## src/rtl/pix_ser_pkg.sv

```systemverilog
package pix_ser_pkg;

  localparam int BYTE_W    = 8;
  localparam int IDX_W     = $clog2(BYTE_W);
  localparam int PAL_DEPTH = 16;
  localparam int PAL_W     = $clog2(PAL_DEPTH);
  localparam int COLOR_W   = 3;
  localparam int DSEL_W    = 3;

  typedef enum logic [1:0] {
    DEPTH_ONE  = 2'd0,
    DEPTH_TWO  = 2'd1,
    DEPTH_FOUR = 2'd2
  } depthMode_t;

  // Control -> datapath strobes
  typedef struct packed {
    logic             loadNow;
    logic             showPix;
    logic [IDX_W-1:0] pixIdx;
  } serStrobe_t;

  // Unsupported depth codes fall back to one bit per pixel
  function automatic depthMode_t normDepth(input logic [DSEL_W-1:0] code);
    case (code)
      3'd2:    normDepth = DEPTH_TWO;
      3'd4:    normDepth = DEPTH_FOUR;
      default: normDepth = DEPTH_ONE;
    endcase
  endfunction

  // Index of the final pixel in a byte for a depth mode
  function automatic logic [IDX_W-1:0] lastPixel(input depthMode_t mode);
    case (mode)
      DEPTH_TWO:  lastPixel = IDX_W'(BYTE_W / 2 - 1);
      DEPTH_FOUR: lastPixel = IDX_W'(BYTE_W / 4 - 1);
      default:    lastPixel = IDX_W'(BYTE_W - 1);
    endcase
  endfunction

endpackage

```

## src/rtl/pix_ser_ctrl.sv

```systemverilog
module pix_ser_ctrl
  import pix_ser_pkg::*;
#(
  parameter int SCALE_W = 3
) (
  input  logic               clk,
  input  logic               rstN,
  input  logic               loadStrobe,
  input  logic [DSEL_W-1:0]  depthSel,
  input  logic [SCALE_W-1:0] scaleSel,
  input  logic               blankLine,
  output serStrobe_t         strobes
);

  logic               active;
  logic [IDX_W-1:0]   pixIdx;
  logic [IDX_W-1:0]   lastIdx;
  logic [SCALE_W-1:0] holdCnt;
  logic [SCALE_W-1:0] scaleLat;
  logic [SCALE_W-1:0] scaleEff;
  logic               loadNow;
  logic               running;
  logic               holdDone;

  assign scaleEff = (scaleSel == '0) ? SCALE_W'(1) : scaleSel;
  assign loadNow  = loadStrobe && !active;
  assign running  = active && !blankLine;
  assign holdDone = (holdCnt <= SCALE_W'(1));

  always_ff @(posedge clk) begin
    if (!rstN) begin
      active   <= 1'b0;
      pixIdx   <= '0;
      lastIdx  <= '0;
      holdCnt  <= '0;
      scaleLat <= '0;
    end else if (loadNow) begin
      active   <= 1'b1;
      pixIdx   <= '0;
      lastIdx  <= lastPixel(normDepth(depthSel));
      holdCnt  <= scaleEff;
      scaleLat <= scaleEff;
    end else if (running) begin
      if (holdDone) begin
        if (pixIdx == lastIdx) begin
          active <= 1'b0;
        end else begin
          pixIdx  <= pixIdx + IDX_W'(1);
          holdCnt <= scaleLat;
        end
      end else begin
        holdCnt <= holdCnt - SCALE_W'(1);
      end
    end
  end

  always_comb begin
    strobes.loadNow = loadNow;
    strobes.showPix = running;
    strobes.pixIdx  = pixIdx;
  end

endmodule

```

## src/rtl/pix_ser_datapath.sv

```systemverilog
module pix_ser_datapath
  import pix_ser_pkg::*;
(
  input  logic               clk,
  input  logic               rstN,
  input  logic [BYTE_W-1:0]  pixByte,
  input  logic [DSEL_W-1:0]  depthSel,
  input  serStrobe_t         strobes,
  output logic [COLOR_W-1:0] rgb
);

  logic [BYTE_W-1:0]  byteLat;
  depthMode_t         modeLat;
  logic [BYTE_W-1:0]  aligned;
  logic [PAL_W-1:0]   palIdx;
  logic [COLOR_W-1:0] palTable [PAL_DEPTH];

  always_ff @(posedge clk) begin
    if (!rstN) begin
      byteLat <= '0;
      modeLat <= DEPTH_ONE;
    end else if (strobes.loadNow) begin
      byteLat <= pixByte;
      modeLat <= normDepth(depthSel);
    end
  end

  // Shifting left by the pixel number puts bit 7-n at 7, 5-n at 5, ...
  assign aligned = byteLat << strobes.pixIdx;

  always_comb begin
    case (modeLat)
      DEPTH_TWO:  palIdx = {2'b00, aligned[7], aligned[3]};
      DEPTH_FOUR: palIdx = {aligned[7], aligned[5], aligned[3], aligned[1]};
      default:    palIdx = {3'b000, aligned[7]};
    endcase
  end

  // Fixed palette: entry i holds colour i mod 8
  for (genvar g = 0; g < PAL_DEPTH; g++) begin : gen_pal
    assign palTable[g] = COLOR_W'(g % (1 << COLOR_W));
  end

  assign rgb = strobes.showPix ? palTable[palIdx] : '0;

endmodule

```

## src/rtl/pix_serializer.sv

```systemverilog
module pix_serializer
  import pix_ser_pkg::*;
#(
  parameter int SCALE_W = 3
) (
  input  logic               clk,
  input  logic               rstN,
  input  logic [7:0]         pixByte,
  input  logic               loadStrobe,
  input  logic [2:0]         depthSel,
  input  logic [SCALE_W-1:0] scaleSel,
  input  logic               blankLine,
  output logic [2:0]         rgb
);

  serStrobe_t strobes;

  pix_ser_ctrl #(.SCALE_W(SCALE_W)) u_ctrl (
    .clk        (clk),
    .rstN       (rstN),
    .loadStrobe (loadStrobe),
    .depthSel   (depthSel),
    .scaleSel   (scaleSel),
    .blankLine  (blankLine),
    .strobes    (strobes)
  );

  pix_ser_datapath u_dp (
    .clk      (clk),
    .rstN     (rstN),
    .pixByte  (pixByte),
    .depthSel (depthSel),
    .strobes  (strobes),
    .rgb      (rgb)
  );

endmodule

```

## config.mk

```make
export PLATFORM = sky130hd
export DESIGN_NAME = pix_serializer
export DESIGN_NICKNAME = d
export VERILOG_FILES = /design/src/rtl/pix_ser_pkg.sv /design/src/rtl/pix_ser_ctrl.sv /design/src/rtl/pix_ser_datapath.sv /design/src/rtl/pix_serializer.sv
export SDC_FILE = /design/constraint.sdc
export NUM_CORES = 1
export LEC_CHECK = 0
export ABC_AREA = 1
export BUFFER_PORTS_ARGS = -buffer_cell sky130_fd_sc_hd__buf_2
export CORE_MARGIN = 2
export CORE_UTILIZATION = 45
export CTS_CLUSTER_SIZE = 20
export DETAILED_ROUTE_END_ITERATION = 10
export HOLD_SLACK_MARGIN = 0.1
export PLACE_DENSITY = 0.63
export RECOVER_POWER = 100
export SETUP_SLACK_MARGIN = 0.1
export SYNTH_ARGS = -nofsm -noshare
export SYNTH_HDL_FRONTEND = slang
export SYNTH_HIERARCHICAL = 1
export SYNTH_SLANG_ARGS = --single-unit
```

## constraint.sdc

```tcl
create_clock -name clk -period 2.1 [get_ports clk]
set_clock_uncertainty 0.05 [all_clocks]
set_input_delay 0.21 -clock clk [delete_from_list [all_inputs] [get_ports clk]]
set_output_delay 0.21 -clock clk [all_outputs]
set_load 0.02 [all_outputs]
```

Word-level counts from Yosys, hierarchy flattened
Memories as Yosys holds them, arrays and structs flattened.
Cells that the tools add are included.
{ "totals": {"ff_bits": 23, "rom_bits": 48, "output_inout_bits": 3, "elab_cells": 53, "mem_count": 1} }
{ "memory_table": {"columns": ["memory", "depth", "width", "read_ports", "rd_ports_with_merged_regs", "write_ports", "line_no", "text"], "rows": [
  ["(no name shown)", 16, 3, 1, 0, 0, "pix_ser_datapath.sv:44", "assign rgb = strobes.showPix ? palTable[palIdx] : '0;"]
]} }
{ "op_classes": {"n_addsub": 2, "magnitude_cmp": 2, "eq_ne": 8, "shift": 1, "mux": 17, "n_bitwise": 3, "reduce_logical": 12} }
{ "op_table": {"columns": ["operator", "count"], "rows": [
  ["3-bit two-way mux", 8],
  ["4-bit one-hot mux with 2 select lines", 1],
  ["8-bit by 3-bit << shifter with 8-bit output", 1],
  ["3-bit one-hot mux with 2 select lines", 1],
  ["3-bit AND reduction", 2],
  ["2-bit nonzero test", 3],
  ["5-bit greater-or-equal comparator, second input constant", 1],
  ["4-bit inverter with 5-bit output", 1],
  ["2-bit by 1-bit equality test with 1-bit output, second input constant", 2],
  ["2-bit equality test, second input constant", 2],
  ["1-bit two-way mux", 4],
  ["2-bit two-way mux", 2],
  ["2-bit one-hot mux with 2 select lines", 1],
  ["3-bit by 1-bit adder with 3-bit output, second input constant", 1],
  ["3-bit by 2-bit equality test with 1-bit output, second input constant", 1],
  ["3-bit equality test", 1],
  ["3-bit equality test, second input constant", 1],
  ["3-bit by 1-bit <= comparator with 1-bit output, second input constant", 1],
  ["3-bit logical NOT", 1],
  ["3-bit by 2-bit != test with 1-bit output, second input constant", 1],
  ["3-bit by 1-bit subtractor with 3-bit output, second input constant", 1],
  ["1-bit logical AND", 2],
  ["1-bit logical NOT", 2],
  ["1-bit inverter", 2],
  ["2 further kinds", 2]
]} }

Logic depth before layout (Yosys ltp)
{ "depth": {"ltp_word": 7, "ltp_mapped": 10, "ltp_nobuf": 10} }

Modules after synthesis
Netlist, hierarchy kept.
{ "by_module_without_submodules": {"columns": ["module", "n_inst", "cells_each", "area_per_inst_um2", "seq_area_each_um2"], "rows": [
  ["pix_ser_ctrl", 1, 114, 749.5, 260.2],
  ["pix_ser_datapath", 1, 89, 585.6, 200.2]
]} }

Least setup slack after synthesis
Ideal clock, no wire load.
{ "synth_path": {"kind": "reg2out", "from": "register u_dp.modeLat[0]", "to": "output rgb[0]", "t_arrival_ps": 1340, "required_time_ps": 1840, "slack_ps": 500, "path_stages_with_launch": 7, "path_buffers": 0, "cell_sequence": "dfxtp_1 > inv_1 > ha_1 > nor3_1 > and2_1 > nor2_1 > a21oi_1"} }
{ "synth_between": {"elab_chain_len": 7} }
{ "synth_rtl": {"columns": ["item", "line_no", "text"], "rows": [
  ["from (decl)", "pix_ser_datapath.sv:13", "depthMode_t modeLat;"],
  ["from (signal assigned)", "pix_ser_datapath.sv:24", "modeLat <= normDepth(depthSel);"],
  ["2-bit equality test or 2-bit by 1-bit equality test with 1-bit output (tied branches)", "pix_ser_datapath.sv:32", "case (modeLat)"],
  ["4-bit one-hot mux with 2 select lines (*)", "pix_ser_datapath.sv:32", null],
  ["4-bit inverter with 5-bit output (implied by the code) (*)", "pix_ser_datapath.sv:44", null],
  ["memory read 16 x 3 bit (*)", null, null],
  ["3-bit two-way mux (implied by the code) (*) (2 in series)", "pix_ser_datapath.sv:44", null],
  ["3-bit two-way mux (*)", "pix_ser_datapath.sv:44", null],
  ["to (decl)", "pix_serializer.sv:13", "output logic [2:0] rgb"]
]} }
Every way passes the cells marked *; elsewhere a longest branch is shown, timed or not. The select of a mux whose other input is x is not followed.

Worst setup path in the final report
Ends and elaborated chain as after synthesis.

==> impl_results.md <==
* Synth warn at 6
* Syn Inst Count at 203
* Vias in the first global route at approximately 1300
* First-pass GRT wire length at 5320 um
* Fin crit period at 1.94 ns
* Avg Cell Area, Syn at 6.58 sq um
* Ratio of cells with drive above 1 in the final layout at 17.3%
* Setup Fix Bufs, Post-CTS at 0
* Critical R2R Launch: u_ctrl/active
* CTS tree: done
* Status: complete, no violations
* Comb pwr share at 27.5%
* Final Hold Vio Count at 0
* Post-Syn Area at 0.00134 sq mm
* Post-route cell area at 0.00157 sq mm
* Setup TNS at 0 ns
* Die Area at about 0.0034 sq mm
* Worst Setup End Kind: output pin
* Via-to-Cell Ratio at 4.98
* Synth Register Bits at 23
* Ant diodes at 0
* Fin util at 56.3%
* Total power after layout at 0.983 mW
* Final HPWL DP at 2190 um
* Cell Area, Placed at 0.00145 sq mm
* Row count at 19
* Switching share of power at 33.5%
* Sw power at 0.329 mW
* Crit Reg-Reg Endpoint: u_ctrl/holdCnt[1]
* Hold worst-path end: u_dp/modeLat[1]
* Grt total ovfl at 0
* MaxCap Viol Count at 0
* Final worst-path cycle share at 92.4%
* Post-route DRC at 0
* Routed len/inst at 11.2 um
* Total GRT Usage at ~20%
* Post-route ant nets at 0
* Top Ports at 21
* Max Root-Sink Buffers at 2
* Peak supply drop at 418 uV
* Port-buffer cells at 20
* Crit path kind: reg -> out
* Hold Path Depth at 3
* Placeable Area at approximately 0.0028 sq mm
* Reg2Reg Setup Slack at about 0.6 ns
* DR vias at 1305
* Starting Density at between 40% and 50%
* Worst setup SP type: register
* Clock share of power at 21.5%
* Total CTS buffers at 3
* Cells on worst reg2reg path at 6
* TritonRoute pass-1 iters at 4
* Leak at 0.721 nW
* Yosys cell types at 23
* Antenna violations before repair at 0
* Req. time, crit path at 1.84 ns
* Flop pwr share at 51.0%
* Worst Path Arrival at 1.68 ns
* Final wirelength at 2940 um
* Max-Slew Margin vs Limit at 75.7%
* Critical path fanouts, max at 4
* Crit path from: u_dp/modeLat[0]
* Final Wtd Congestion at 0.952
* Die height at 58.5 um
* Dpl ws at 0.498 ns
* Max frequency at approximately 0.52 GHz
* Sequential element share of the synthesized area at 34.5%
* Pwr dens at 628 mW/mm^2
* Largest net degree at the start of global routing at 19
* CTS clk-pin slew, worst paths at roughly 0.13 ns
* Clk_lat worst skew at 0.31 ns
* Setup slack after layout at 0.160 ns
* RSZ-0062 raised after global routing: no
* Die Wd at ~60 um
* Clock Sinks at 23
* Max Slew Vio Count at 0
* Worst Tran Pin Value at 0.364 ns
* Post-synthesis net count at 226
* Setup-failing EPs final at 0
* Internal at 0.654 mW
* Nets@finish at 255
* Fill cells at between 200 and 300
* Hold Crit Start: depthSel[2]
* H-tree depth at 1
* Hold crit path type: in -> reg
* Area Growth Syn to Fin at 17.2%
* Iter 0 DRT Violations at 71
* Clock Tree Root: clkbuf_4
-- Yosys cell counts --
library cell | count | area (sq um)
nor3b_1 | 1 | 7.51
nand2_1 | 43 | 161
o21bai_1 | 1 | 7.51
inv_1 | 21 | 78.8
xor2_1 | 3 | 26.3
nand2_2 | 6 | 37.5
xnor2_1 | 1 | 8.76
nand3_2 | 3 | 30.0
a211oi_1 | 1 | 7.51
a21oi_1 | 11 | 55.1
and2_1 | 1 | 6.26
nor2_1 | 38 | 143
nor3_1 | 2 | 10.0
inv_2 | 4 | 15.0
nand4_1 | 1 | 6.26
ha_1 | 5 | 62.6
o21ai_0 | 14 | 70.1
nand3_1 | 17 | 85.1
buf_2 | 2 | 10.0
a21oi_2 | 1 | 8.76
nor2_4 | 2 | 22.5
buf_4 | 2 | 15.0
dfxtp_1 | 23 | 460
-- power groups by stage --
stage / clock network [mW] / registers [mW] / logic (mW)
global placement: 0 / 0.509 / 0.253
finish: 0.211 / 0.501 / 0.270
detailed placement: 0 / 0.510 / 0.257
global route: 0.244 / 0.507 / 0.316
floorplan: 0 / 0.504 / 0.200
CTS: 0.220 / 0.500 / 0.270
-- worst max path at each step --
stage	endpoint	slack, ns	cells after the start
finish	rgb[0]	0.16	7
global route	rgb[0]	0.06	7
CTS	rgb[0]	0.12	7
detailed placement	rgb[0]	0.50	7
global placement	rgb[0]	0.55	7
floorplan	rgb[0]	0.50	6
-- cell usage in the layout (no fill, tap or decap), types with 4 or more instances in the layout --
master,netlist,layout
o21ai_0,14,14
a21oi_1,11,11
nand2_2,6,4
dlygate4sd3_1,0,8
inv_1,21,21
dfxtp_2,0,4
nand2_1,43,45
nor2_1,38,38
dfxtp_1,23,19
ha_1,5,4
inv_2,4,4
nand3_1,17,17
buf_2,2,17
-- repair_timing --
item | in CTS | in global routing
resized for setup | 0 | 7
endpoints found under the hold margin | 8 | 0
setup endpoints to repair | 0 | 3
hold buffers | 8 | 0
-- logic make-up (layout without fill, tap and decap cells) --
logic type | after synthesis | count (layout) | synth area share [%]
simple gates | 114 | 114 | 38.1
fa+ha+maj | 5 | 5 | 4.69
compound gates | 28 | 28 | 11.2
flops | 23 | 23 | 34.5
buf+inv | 29 | 57 | 8.90
xor+xnor | 4 | 4 | 2.62
-- layer usage --
layer  part of all wire [%]  up-vias  global-route usage [%]  routed length [um]
li1                       -      698                       -                   -
met1                     49      576                    26.5                1440
met2                     46       25                    33.5                1340
met3                    4.0        6                    3.52                 118
met4                    1.3        0                    6.64                  39
met5                      0        -                       0                   0
-- critical path: stages (launching register included) --
cell,delay (ns)
dfxtp_2,0.36
inv_2,0.05
ha_4,0.24
nor3_1,0.20
and2_1,0.17
nor2_1,0.05
a21oi_1,0.11
clkbuf_2,0.18
-- stage by stage --
step / std cells / hold WS, ns
2_1_floorplan: 203 / 0.280
3_3_place_gp: 250 / 0.381
3_5_place_dp: 250 / 0.388
4_1_cts: 262 / 0.119
5_1_grt: 262 / 0.123
6_report: 262 / 0.125
-- registers in the layout, summed over array words and instances (netlist names) --
register         cells
u_ctrl/pixIdx        3
u_ctrl/scaleLat      3
u_ctrl/holdCnt       3
u_ctrl/active        1
u_dp/byteLat         8
u_ctrl/lastIdx       3
u_dp/modeLat         2
-- final cells by class --
cell class                 count  area, sq um  share of cell area (%)
multi-input combinational    151          763                    48.8
timing repair buffer          28          178                    11.4
inverter                      25         93.8                    6.00
sequential                    23          465                    29.7
clock buffer                   4         26.3                    1.68
tap                           31         38.8                    2.48
No activity file was read; power rests on OpenSTA's default activity.
